==> src/rtl/uart_brk_pkg.sv <==
package uart_brk_pkg;
  parameter int unsigned DATA_W = 8;

  typedef enum logic [1:0] {
    REG_CTRL = 2'd0,
    REG_STAT = 2'd1,
    REG_TDR  = 2'd2,
    REG_RDR  = 2'd3
  } reg_addr_e;

  // status bit positions
  localparam int unsigned ST_TDRE = 0;
  localparam int unsigned ST_RDRF = 1;
  localparam int unsigned ST_OVR  = 2;
  localparam int unsigned ST_PER  = 3;
  localparam int unsigned ST_FER  = 4;

  // control register, bit 0 = txen
  typedef struct packed {
    logic dat;
    logic dir;
    logic blk;
    logic par;
    logic rxen;
    logic txen;
  } ctrl_t;
endpackage

==> src/rtl/uart_brk_tx.sv <==
module uart_brk_tx #(
  parameter int unsigned DIV = 16,
  parameter int unsigned DW  = 8
) (
  input  logic          clk_i,
  input  logic          rst_ni,
  input  logic          en_i,
  input  logic          par_en_i,
  input  logic          start_i,
  input  logic [DW-1:0] data_i,
  output logic          busy_o,
  output logic          line_o
);
  localparam int unsigned FW = DW + 3;
  localparam int unsigned CW = $clog2(DIV);
  localparam int unsigned NW = $clog2(FW + 1);

  logic [FW-1:0] sh_q;
  logic [CW-1:0] cnt_q;
  logic [NW-1:0] left_q;
  logic          busy_q;

  always_ff @(posedge clk_i or negedge rst_ni) begin
    if (!rst_ni) begin
      busy_q <= 1'b0;
      sh_q   <= '1;
      cnt_q  <= '0;
      left_q <= '0;
    end else if (!en_i) begin
      // disable aborts whatever bit is on the line
      busy_q <= 1'b0;
      sh_q   <= '1;
    end else if (start_i && !busy_q) begin
      busy_q <= 1'b1;
      sh_q   <= par_en_i ? {1'b1, ^data_i, data_i, 1'b0} : {1'b1, 1'b1, data_i, 1'b0};
      cnt_q  <= CW'(DIV - 1);
      left_q <= par_en_i ? NW'(FW - 1) : NW'(FW - 2);
    end else if (busy_q) begin
      if (cnt_q == '0) begin
        cnt_q <= CW'(DIV - 1);
        if (left_q == '0) begin
          busy_q <= 1'b0;
        end else begin
          sh_q   <= {1'b1, sh_q[FW-1:1]};
          left_q <= left_q - 1'b1;
        end
      end else begin
        cnt_q <= cnt_q - 1'b1;
      end
    end
  end

  assign busy_o = busy_q;
  assign line_o = busy_q ? sh_q[0] : 1'b1;
endmodule

==> src/rtl/uart_brk_rx.sv <==
module uart_brk_rx #(
  parameter int unsigned DIV = 16,
  parameter int unsigned DW  = 8
) (
  input  logic          clk_i,
  input  logic          rst_ni,
  input  logic          en_i,
  input  logic          par_en_i,
  input  logic          rxd_i,
  output logic          done_o,
  output logic [DW-1:0] data_o,
  output logic          fer_o,
  output logic          per_o
);
  localparam int unsigned CW = $clog2(DIV);
  localparam int unsigned IW = $clog2(DW);

  typedef enum logic [2:0] {S_IDLE, S_START, S_DATA, S_PAR, S_STOP} rx_st_e;

  rx_st_e        st_q;
  logic [1:0]    sync_q;
  logic          rxs;
  logic [CW-1:0] cnt_q;
  logic [IW-1:0] idx_q;
  logic [DW-1:0] sh_q;
  logic          pbit_q;

  always_ff @(posedge clk_i or negedge rst_ni) begin
    if (!rst_ni) sync_q <= 2'b11;
    else         sync_q <= {sync_q[0], rxd_i};
  end
  assign rxs = sync_q[1];

  always_ff @(posedge clk_i or negedge rst_ni) begin
    if (!rst_ni) begin
      st_q   <= S_IDLE;
      cnt_q  <= '0;
      idx_q  <= '0;
      sh_q   <= '0;
      pbit_q <= 1'b0;
      done_o <= 1'b0;
      data_o <= '0;
      fer_o  <= 1'b0;
      per_o  <= 1'b0;
    end else if (!en_i) begin
      st_q   <= S_IDLE;
      done_o <= 1'b0;
    end else begin
      done_o <= 1'b0;
      unique case (st_q)
        // level start detect: a held-low line reframes back to back
        S_IDLE: if (!rxs) begin
          st_q  <= S_START;
          cnt_q <= CW'(DIV / 2 - 1);
        end
        S_START: if (cnt_q == '0) begin
          if (!rxs) begin
            st_q  <= S_DATA;
            cnt_q <= CW'(DIV - 1);
            idx_q <= '0;
          end else begin
            st_q <= S_IDLE;
          end
        end else cnt_q <= cnt_q - 1'b1;
        S_DATA: if (cnt_q == '0) begin
          sh_q  <= {rxs, sh_q[DW-1:1]};
          cnt_q <= CW'(DIV - 1);
          if (idx_q == IW'(DW - 1)) st_q <= par_en_i ? S_PAR : S_STOP;
          else                      idx_q <= idx_q + 1'b1;
        end else cnt_q <= cnt_q - 1'b1;
        S_PAR: if (cnt_q == '0) begin
          pbit_q <= rxs;
          cnt_q  <= CW'(DIV - 1);
          st_q   <= S_STOP;
        end else cnt_q <= cnt_q - 1'b1;
        S_STOP: if (cnt_q == '0) begin
          done_o <= 1'b1;
          data_o <= sh_q;
          fer_o  <= !rxs;
          per_o  <= par_en_i && (pbit_q != ^sh_q);
          st_q   <= S_IDLE;
        end else cnt_q <= cnt_q - 1'b1;
        default: st_q <= S_IDLE;
      endcase
    end
  end
endmodule

==> src/rtl/uart_brk_port.sv <==
module uart_brk_port
  import uart_brk_pkg::*;
#(
  parameter int unsigned DIV = 16
) (
  input  logic       clk_i,
  input  logic       rst_ni,
  input  logic       wr_en_i,
  input  logic [1:0] addr_i,
  input  logic [7:0] wdata_i,
  output logic [7:0] rdata_o,
  input  logic       rxd_i,
  output logic       txd_o,
  output logic       txd_oe_o
);
  ctrl_t             ctrl_q;
  logic [DATA_W-1:0] tdr_q, rdr_q;
  logic              tdre_q, rdrf_q, ovr_q, per_q, fer_q;

  logic              tx_en, rx_en, blk_en, err_any, stat_wr, tdr_wr, ctrl_wr;
  logic [2:0]        err_flags;
  logic              tx_start, tx_busy, tx_line;
  logic              rx_done, rx_fer, rx_per;
  logic [DATA_W-1:0] rx_data;

  assign tx_en     = ctrl_q.txen;
  assign rx_en     = ctrl_q.rxen;
  assign blk_en    = ctrl_q.blk;
  assign err_flags = {fer_q, per_q, ovr_q};
  assign err_any   = |err_flags;
  assign ctrl_wr   = wr_en_i && (addr_i == REG_CTRL);
  assign stat_wr   = wr_en_i && (addr_i == REG_STAT);
  assign tdr_wr    = wr_en_i && (addr_i == REG_TDR);
  assign tx_start  = tx_en && !tdre_q && !tx_busy && !(blk_en && err_any);

  uart_brk_tx #(.DIV(DIV), .DW(DATA_W)) u_tx (
    .clk_i    (clk_i),
    .rst_ni   (rst_ni),
    .en_i     (tx_en),
    .par_en_i (ctrl_q.par),
    .start_i  (tx_start),
    .data_i   (tdr_q),
    .busy_o   (tx_busy),
    .line_o   (tx_line)
  );

  uart_brk_rx #(.DIV(DIV), .DW(DATA_W)) u_rx (
    .clk_i    (clk_i),
    .rst_ni   (rst_ni),
    .en_i     (rx_en),
    .par_en_i (ctrl_q.par),
    .rxd_i    (rxd_i),
    .done_o   (rx_done),
    .data_o   (rx_data),
    .fer_o    (rx_fer),
    .per_o    (rx_per)
  );

  always_ff @(posedge clk_i or negedge rst_ni) begin
    if (!rst_ni) begin
      ctrl_q <= '0;
      tdr_q  <= '0;
      tdre_q <= 1'b1;
    end else begin
      if (ctrl_wr) ctrl_q <= ctrl_t'(wdata_i[5:0]);
      if (tx_start) tdre_q <= 1'b1;
      if (tdr_wr) begin
        tdr_q  <= wdata_i;
        tdre_q <= 1'b0;
      end
    end
  end

  // status: software clears by writing 0, hardware set wins
  always_ff @(posedge clk_i or negedge rst_ni) begin
    if (!rst_ni) begin
      rdr_q  <= '0;
      rdrf_q <= 1'b0;
      ovr_q  <= 1'b0;
      per_q  <= 1'b0;
      fer_q  <= 1'b0;
    end else begin
      if (stat_wr) begin
        if (!wdata_i[ST_RDRF]) rdrf_q <= 1'b0;
        if (!wdata_i[ST_OVR])  ovr_q  <= 1'b0;
        if (!wdata_i[ST_PER])  per_q  <= 1'b0;
        if (!wdata_i[ST_FER])  fer_q  <= 1'b0;
      end
      if (rx_done) begin
        if (rdrf_q) begin
          ovr_q <= 1'b1;
        end else begin
          rdr_q  <= rx_data;
          rdrf_q <= 1'b1;
        end
        if (rx_fer) fer_q <= 1'b1;
        if (rx_per) per_q <= 1'b1;
      end
    end
  end

  always_comb begin
    unique case (addr_i)
      REG_CTRL: rdata_o = {2'b00, ctrl_q};
      REG_STAT: rdata_o = {3'b000, fer_q, per_q, ovr_q, rdrf_q, tdre_q};
      REG_TDR:  rdata_o = tdr_q;
      default:  rdata_o = rdr_q;
    endcase
  end

  assign txd_o    = tx_en ? tx_line : ctrl_q.dat;
  assign txd_oe_o = tx_en | ctrl_q.dir;
endmodule

==> config.mk <==
export PLATFORM = sky130hd
export DESIGN_NAME = uart_brk_port
export DESIGN_NICKNAME = d
export VERILOG_FILES = /design/src/rtl/uart_brk_pkg.sv /design/src/rtl/uart_brk_tx.sv /design/src/rtl/uart_brk_rx.sv /design/src/rtl/uart_brk_port.sv
export SDC_FILE = /design/constraint.sdc
export NUM_CORES = 1
export LEC_CHECK = 0
export BUFFER_PORTS_ARGS = -buffer_cell sky130_fd_sc_hd__buf_2
export CORE_MARGIN = 2
export CORE_UTILIZATION = 40
export CTS_CLUSTER_SIZE = 14
export DETAILED_ROUTE_END_ITERATION = 12
export PLACE_DENSITY = 0.53
export SKIP_CTS_REPAIR_TIMING = 1
export SKIP_LAST_GASP = 1
export SLEW_MARGIN = 20
export SYNTH_ARGS = -nofsm -noshare
export SYNTH_HDL_FRONTEND = slang
export SYNTH_HIERARCHICAL = 1
export SYNTH_SLANG_ARGS = --single-unit
==> constraint.sdc <==
create_clock -name clk_i -period 4.1 [get_ports clk_i]
set_input_delay 1.23 -clock clk_i [delete_from_list [all_inputs] [get_ports clk_i]]
set_output_delay 1.23 -clock clk_i [all_outputs]
set_load 0.01 [all_outputs]
Word level (Yosys, flattened, before mapping)
Index checks and enable logic that the tools add are counted.
{ "totals": {"register_bits": 79, "input_bits": 14, "out_inout_bits": 10, "word_cells": 159} }
{ "op_classes": {"add_sub_neg": 4, "n_eq_ne": 25, "mux": 64, "bitwise_logic": 2, "n_reduce_logical": 37} }
{ "op_table": {"columns": ["cell", "n"], "rows": [
  ["2-to-1 mux 11 bit", 5],
  ["2-to-1 mux 4 bit", 12],
  ["2-to-1 mux 3 bit", 12],
  ["2-to-1 mux 1 bit", 28],
  ["case mux 8 bit (3 select lines)", 1],
  ["!= test 3 x 2 -> 1 bit, second input constant", 6],
  ["case mux 4 bit (4 select lines)", 1],
  ["parity 8 bit", 2],
  ["case mux 3 bit (5 select lines)", 1],
  ["logical NOT 4 bit", 3],
  ["AND reduction 3 bit", 4],
  ["AND reduction 6 bit", 2],
  ["subtractor 4 x 1 -> 4 bit, second input constant", 3],
  ["2-to-1 mux 10 bit", 1],
  ["logical AND 1 bit", 9],
  ["!= test 2 bit, second input constant", 4],
  ["nonzero test 2 bit", 4],
  ["equality test 3 x 2 -> 1 bit, second input constant", 2],
  ["equality test 3 bit, second input constant", 2],
  ["!= test 2 x 1 -> 1 bit, second input constant", 3],
  ["!= test 3 x 1 -> 1 bit, second input constant", 2],
  ["!= test 3 bit, second input constant", 2],
  ["case mux 3 bit (2 select lines)", 1],
  ["AND reduction 5 bit", 1],
  ["16 further kinds", 21]
]} }

Longest topological paths before layout
Gate-level depths: netlist of run 1.
{ "depth": {"word_depth": 7, "depth_mapped": 8} }

Cells and area by module
The synthesis of run 1 kept the hierarchy.
{ "by_module_without_submodules": {"columns": ["mod", "n_inst", "cells_each", "area_per_inst_um2", "seq_area_each_um2"], "rows": [
  ["uart_brk_rx", 1, 149, 1536.5, 803.3],
  ["uart_brk_port", 1, 84, 1287.5, 676.9],
  ["uart_brk_tx", 1, 126, 1139.8, 488.0]
]} }

Worst setup path before layout of run 1
OpenSTA, ideal clock, no wires.
{ "synth_timing": {"path_type": "in2out", "from": "input addr_i[0]", "to": "output rdata_o[1]", "arrival_time_ps": 1888, "required_time_ps": 2870, "setup_slack_ps": 982, "path_stages": 2, "cell_sequence": "buf_6 > mux4_2"} }
{ "synth_via": {"elab_chain_len": 2, "word_cells_on_any_way": 4} }
{ "synth_rtl": {"columns": ["item", "line", "rtl"], "rows": [
  ["from (decl)", "uart_brk_port.sv:9", "input logic [1:0] addr_i,"],
  ["equality test 2 bit, or another cell as far along", "uart_brk_port.sv:103", "unique case (addr_i)"],
  ["case mux 8 bit (3 select lines) *", "uart_brk_port.sv:103", null],
  ["to (decl)", "uart_brk_port.sv:11", "output logic [7:0] rdata_o,"]
]} }
Every way passes the cells marked *; elsewhere a longest branch is shown, timed or not.

Worst setup path after layout of run 1
{ "layout_timing": {"from": "input addr_i[0]", "to": "output rdata_o[2]"} }
Same word-level chain as after synthesis.

==> results.json, run 1 <==
{
  "status": "complete, no violations",
  "period_share_pct": 84.7,
  "ys_ff_latch": 78,
  "io_buffers": 23,
  "hp-class": "flop to flop",
  "peakVddDrop_mv": 0.243,
  "routed_via_density": 5.17,
  "drc": 0,
  "netlist_area_sq_mm": 0.00396,
  "switching_power_uw": 606,
  "critPathKind": "input port to output port",
  "fin_skew_ns": 0.00780,
  "final-setup-viol-count": 0,
  "final-hold-violation-count": 0,
  "grtUsageTotal_pct": 15.9,
  "total_leakage_power_nw": 2.02,
  "internal-power_mw": 1.34,
  "rows": 36,
  "area_delta_synth_final_pct": 10.2,
  "grt_pass1_vias": 2618,
  "seq_power_share_pct": 49.1,
  "drtIter0Drc": 98,
  "clkPwrFrac_pct": 31.2,
  "clk_pin_slew_ns": 0.09,
  "die_y_microns": 104,
  "switching_share_pct": 31.2,
  "power_density_mw_per_mm2": 445,
  "fin_crit_ns": 3.47,
  "fp.dieW_microns": 104,
  "place_congestion": 0.780,
  "design_power_total_mw": 1.94,
  "yosys_warnings": 6,
  "async_flop_share_pct": 100,
  "drtAntennaViolNets": 0,
  "dp_hpwl_mm": 5.44,
  "drive_above_1_share_pct": 27.3,
  "globalRouteOverflowTotal": 0,
  "worstSetupStartpointType": "input port",
  "htreeDepth": 3,
  "max_clock_freq_mhz": 288,
  "synth_cells": 359,
  "synth_edf_count": 0,
  "core_sq_mm": 0.00968,
  "synth_area_per_cell_sq_um": 11.0,
  "layout_common_cells": "dfrtp_1, nand2_1, mux2_2",
  "ys_types": 57,
  "grt_antenna_before_repair": 0,
  "critPathRequiredTime_ns": 2.87,
  "grt_setup_unrepaired": "false",
  "synth_seq_area_share_pct": 49.7,
  "dieArea_sq_mm": 0.0107,
  "cts_inserted_buffers": 9,
  "start_util_pct": 40.9,
  "final_common_cell": "dfrtp_1",
  "io-pin-count": 24,
  "finalWirelength_mm": 7.86,
  "avgRoutedWirePerCell_microns": 15.2,
  "report.final.slew_viol_count": 0,
  "end_kind": "output port",
  "crit_path_start": "addr_i[0]",
  "root_buffer": "clkbuf_8",
  "r2r_start": "u_tx/busy_o",
  "layout.nets": 399,
  "clock_path_buffers": 2,
  "insertion_delay_ns": 0.36,
  "cap_violations": 0,
  "num_vias": 2672,
  "grt_pass1_wl_mm": 13.6,
  "n_antenna_cell": 0,
  "grt_max_degree": 79,
  "tns_ns": 0,
  "cp_max_fo": 12,
  "synth_flop_cell": "dfrtp_1",
  "power_frac_comb_pct": 19.7,
  "cts_sinks": 78,
  "cts_tree": "done",
  "slew_headroom_pct": 51.4,
  "drt_first_pass_iters": 4,
  "min_from": "u_rx/sync_q[0]",
  "synth_nets": 379,
  "cp.arrival_ns": 2.24,
  "worst_pin_slew_ns": 0.725
}
-- flip-flops by register name, summed over array words and instances, names as in the netlist, 2 cells and up --
signal       flops
ctrl_q           3
u_rx/cnt_q       4
u_rx/sync_q      2
u_rx/sh_q        8
rdr_q            8
u_tx/cnt_q       4
u_tx/left_q      4
tdr_q            8
u_tx/sh_q       10
u_rx/st_q        3
u_rx/data_o      8
u_rx/idx_q       3
-- worst max-delay path: stages --
cell	delay [ns]
buf_2	0.28
mux4_2	0.57
buf_2	0.16
-- through the flow --
step	instances	utilization [%]	instance area [sq um]	hold slack [ns]	worst slack, ns
3_5_place_dp	500	42.7	4140	0.351	0.626
2_1_floorplan	359	-	3960	0.345	0.982
6_report	517	45.1	4370	0.361	0.628
3_3_place_gp	500	42.7	4140	0.348	0.629
5_1_grt	517	45.1	4370	0.370	0.574
4_1_cts	516	44.8	4340	0.364	0.624
-- cells by family after synthesis --
family          after synthesis  share of synthesized area, %
simple gates                126                          17.3
flops                        78                          49.7
compound gates               64                          10.8
mux                          41                          12.9
buf+inv                      29                          4.17
xor+xnor                     15                          3.31
fa+ha+maj                     6                          1.89
-- synth_stat cells (5+ instances only) --
library cell / count / area share [%]
mux2_2: 32 / 9.1
buf_4: 5 / 0.95
nor2b_1: 7 / 1.1
ha_1: 6 / 1.9
nand3_1: 10 / 1.3
buf_2: 6 / 0.76
nor2_1: 21 / 2.0
dfrtp_1: 65 / 41
and3_1: 9 / 1.4
a21oi_1: 13 / 1.6
nand2b_1: 6 / 0.95
xnor2_1: 14 / 3.1
mux4_2: 5 / 2.8
nand2_1: 46 / 4.4
o21ai_1: 8 / 1.0
inv_1: 12 / 1.1
dfstp_2: 13 / 8.6
o21ai_0: 13 / 1.6
nor3_1: 5 / 0.63
-- layout make-up --
class / instances / area [sq um]
flip-flops and latches: 78 / 1970
well taps: 133 / 166
inverters: 13 / 48.8
clock buffers: 9 / 124
clock inverters: 7 / 78.8
repair buffers: 25 / 153
fillers: 919 / 5320
multi-input cells: 252 / 1830
-- power groups by stage --
stage          Sequential [mW]  Clock, mW  Combinational (mW)
5_1_grt                  0.969      0.665               0.437
4_1_cts                  0.955      0.627               0.385
3_3_place_gp             0.967          0               0.375
2_1_floorplan            0.930          0               0.319
3_5_place_dp             0.967          0               0.386
6_report                 0.955      0.606               0.383
-- final timing paths --
| kind | to | slack (ns) | cells after the start |
|---|---|---|---|
| worst max-delay path | rdata_o[2] | 0.63 | 3 |
| worst min-delay path | u_rx/sync_q[1] | 0.36 | 0 |
| worst max register to register | u_tx/sh_q[4] | 1.60 | 6 |
| worst min register to register | u_rx/sync_q[1] | 0.36 | 0 |
| max in group asynchronous | u_rx/sync_q[1] | 2.70 | 2 |
| min in group asynchronous | u_tx/left_q[3] | 0.77 | 1 |
-- metal layers --
layer | global-route usage, % | share of wire, %
met5 | 0 | 0
met3 | 4.97 | 3.1
met2 | 25.0 | 48
met1 | 21.8 | 48
met4 | 3.57 | 0.80
Note: power is estimated with default switching activity, not from simulation.
==> inputs of run 2 (changes only) <==
- ABC_AREA: not set -> 1
- PLACE_DENSITY: 0.53 -> 0.55
- clock period: 4.1 -> 2.93 ns (I/O delays scaled with it)
==> run 2 against run 1 <==
Effect of this change: non-clock buffer count fell by 1; register-to-register slack got worse by 0.71 ns; clock skew rose by 0.0024 ns; clock-buffer cell count rose by 3; first-iteration DRC count rose by 85%; worst hold slack got worse by 0.0017 ns; cell count rose by 36%; core utilization rose by 0.31 points; global-route usage rose by 1.6 points; sequential power rose by 48%; synthesized cell count rose by 49%; critical endpoint is now rdata_o[3]; largest cell class unchanged.
==> results.json, run 2 <==
{
  "hp-class": "flop to flop",
  "num_vias": 3310,
  "grtUsageTotal_pct": 17.5,
  "period_share_pct": 88.1,
  "yosys_warnings": 6,
  "drtIter0Drc": 181,
  "yosys-top-cells-count": "nand2_1, dfrtp_1, inv_1, o21ai_0, nand3_1",
  "grt_pass1_wl_mm": 15.4,
  "fin_skew_ns": 0.0102,
  "largest_reg_flops": 10,
  "design_power_total_mw": 3.22,
  "ff2ff_path_depth": 12,
  "final-setup-viol-count": 0,
  "status": "complete, no violations",
  "critPathKind": "input port to output port",
  "cts_inserted_buffers": 9,
  "synth_top_area_share_pct": 39.2,
  "root_buffer": "clkbuf_8",
  "worstSetupStartpointType": "input port",
  "cap_violations": 0,
  "r2r_start": "tx_en",
  "io_buffers": 23,
  "dieArea_sq_mm": 0.0112,
  "yosysMostFrequentCell": "nand2_1",
  "report.final.slew_viol_count": 0,
  "synth_flop_cell": "dfrtp_1",
  "htreeDepth": 3,
  "grt_max_degree": 42,
  "ys_ff_latch": 78,
  "ys_top_cells_by_area": "dfrtp_1, nand2_1, dfstp_2",
  "area_delta_synth_final_pct": 11.6,
  "crit_path_start": "addr_i[0]",
  "top_register": "u_tx/sh_q",
  "end_kind": "output port",
  "layout.nets": 581,
  "fp.dieW_microns": 106,
  "finalWirelength_mm": 8.81,
  "ys_types": 36,
  "start_util_pct": 40.7,
  "cts_sinks": 78,
  "clk_pin_slew_ns": 0.08,
  "place_congestion": 0.795,
  "critPathRequiredTime_ns": 2.05,
  "netlist_area_sq_mm": 0.00415,
  "synth_cells": 535,
  "rows": 37,
  "grt_pass1_vias": 3214,
  "fin_util_pct": 45.4,
  "core_sq_mm": 0.0102,
  "globalRouteOverflowTotal": 0,
  "layout_common_cells": "nand2_1, dfrtp_1, inv_1",
  "hold_path_depth": 0,
  "synth_nets": 555,
  "total_leakage_power_nw": 2.39,
  "dp_hpwl_mm": 6.47,
  "synth_edf_count": 0,
  "drc": 0,
  "worst_pin_slew_ns": 0.706,
  "io-pin-count": 24,
  "final-hold-violation-count": 0,
  "drt_first_pass_iters": 4,
  "r2r_end": "u_tx/left_q[3]",
  "tns_ns": 0,
  "synth_seq_area_share_pct": 47.5,
  "clock_path_buffers": 2,
  "peakVddDrop_mv": 0.334,
  "synth_area_leader_cell": "dfrtp_1",
  "power_density_mw_per_mm2": 696,
  "endpoint": "rdata_o[3]",
  "insertion_delay_ns": 0.35,
  "cp.arrival_ns": 1.70,
  "final_common_cell": "nand2_1",
  "hold_slack_ns": 0.360,
  "drtAntennaViolNets": 0,
  "max_clock_freq_mhz": 387,
  "cp_max_fo": 6,
  "slew_headroom_pct": 52.8,
  "grt_antenna_before_repair": 1,
  "grt_setup_unrepaired": "false",
  "async_flop_share_pct": 100,
  "drive_above_1_share_pct": 16.8,
  "fin_crit_ns": 2.58,
  "reg2reg_slack_ns": 0.89,
  "avgRoutedWirePerCell_microns": 12.5,
  "n_antenna_cell": 0,
  "die_y_microns": 106,
  "cts_tree": "done",
  "synth_area_per_cell_sq_um": 7.75,
  "routed_via_density": 4.72
}
==> run 2: changes by cell type in the layout (fill, tap and decap cells not counted), moves of 7 or more <==
cell,delta
nand2_1,+162
inv_1,+42
mux2_2,-32
o21ai_0,+22
nand3_1,+19
xnor2_1,-11
and3_1,-9
nand2_2,+9
o21ai_1,+9
nor2b_1,-7
o21ai_2,+7
==> run 2: logic make-up (layout without fill, tap and decap cells) <==
family	Yosys count	count (layout)	share of synthesized area [%]
xor gates and xnor gates	8	8	1.69
and+or+nand+nor	299	299	31.8
adders and majority gates	6	6	1.81
buffers and inverters	72	103	7.46
DFF	78	78	47.5
AOI/OAI and AO/OA	72	72	9.72
==> run 2: power by group <==
group | internal, mW | switching (mW)
clock | 0.553 | 0.405
sequential | 1.24 | 0.172
combinational | 0.313 | 0.542
total | 2.10 | 1.12
==> run 2: final cells by class <==
cell class	instances	area (sq um)
Multi-Input combinational cell	385	1870
Clock inverter	4	77.6
Sequential cell	78	1970
Clock buffer	12	165
Fill cell	1049	5560
Inverter	63	240
Timing Repair Buffer	24	138
Tap cell	136	170
==> run 2: metal layers <==
| layer | vias up | GRT usage [%] | wire (microns) |
|---|---|---|---|
| met5 | - | 0 | 0 |
| met4 | 0 | 5.08 | 62 |
| met3 | 4 | 4.39 | 226 |
| met2 | 36 | 30.4 | 4450 |
| met1 | 1527 | 21.5 | 4070 |
| li1 | 1743 | - | - |
==> run 2: metrics by stage <==
| step | setup WS, ns | cell area, sq um | cells |
|---|---|---|---|
| 3_5_place_dp | 0.318 | 4380 | 686 |
| 3_3_place_gp | 0.340 | 4380 | 686 |
| 4_1_cts | 0.316 | 4630 | 702 |
| 5_1_grt | 0.224 | 4630 | 702 |
| 6_report | 0.349 | 4630 | 702 |
| 2_1_floorplan | 0.778 | 4150 | 535 |
==> run 2: critical path: stages <==
cell     delay (ns)
buf_2          0.15
inv_1          0.07
nor2_2         0.23
nand2_1        0.09
nand4_1        0.13
buf_2          0.15
==> run 2: how the worst min path moves through the flow <==
stage / to / slack, ns / startpoint
6_report: u_rx/sync_q[1] / 0.36 / u_rx/sync_q[0]
5_1_grt: u_rx/sync_q[1] / 0.36 / u_rx/sync_q[0]
4_1_cts: u_rx/sync_q[1] / 0.36 / u_rx/sync_q[0]
3_5_place_dp: u_rx/sync_q[1] / 0.35 / u_rx/sync_q[0]
3_3_place_gp: u_rx/sync_q[1] / 0.35 / u_rx/sync_q[0]
2_1_floorplan: u_rx/sync_q[1] / 0.35 / u_rx/sync_q[0]
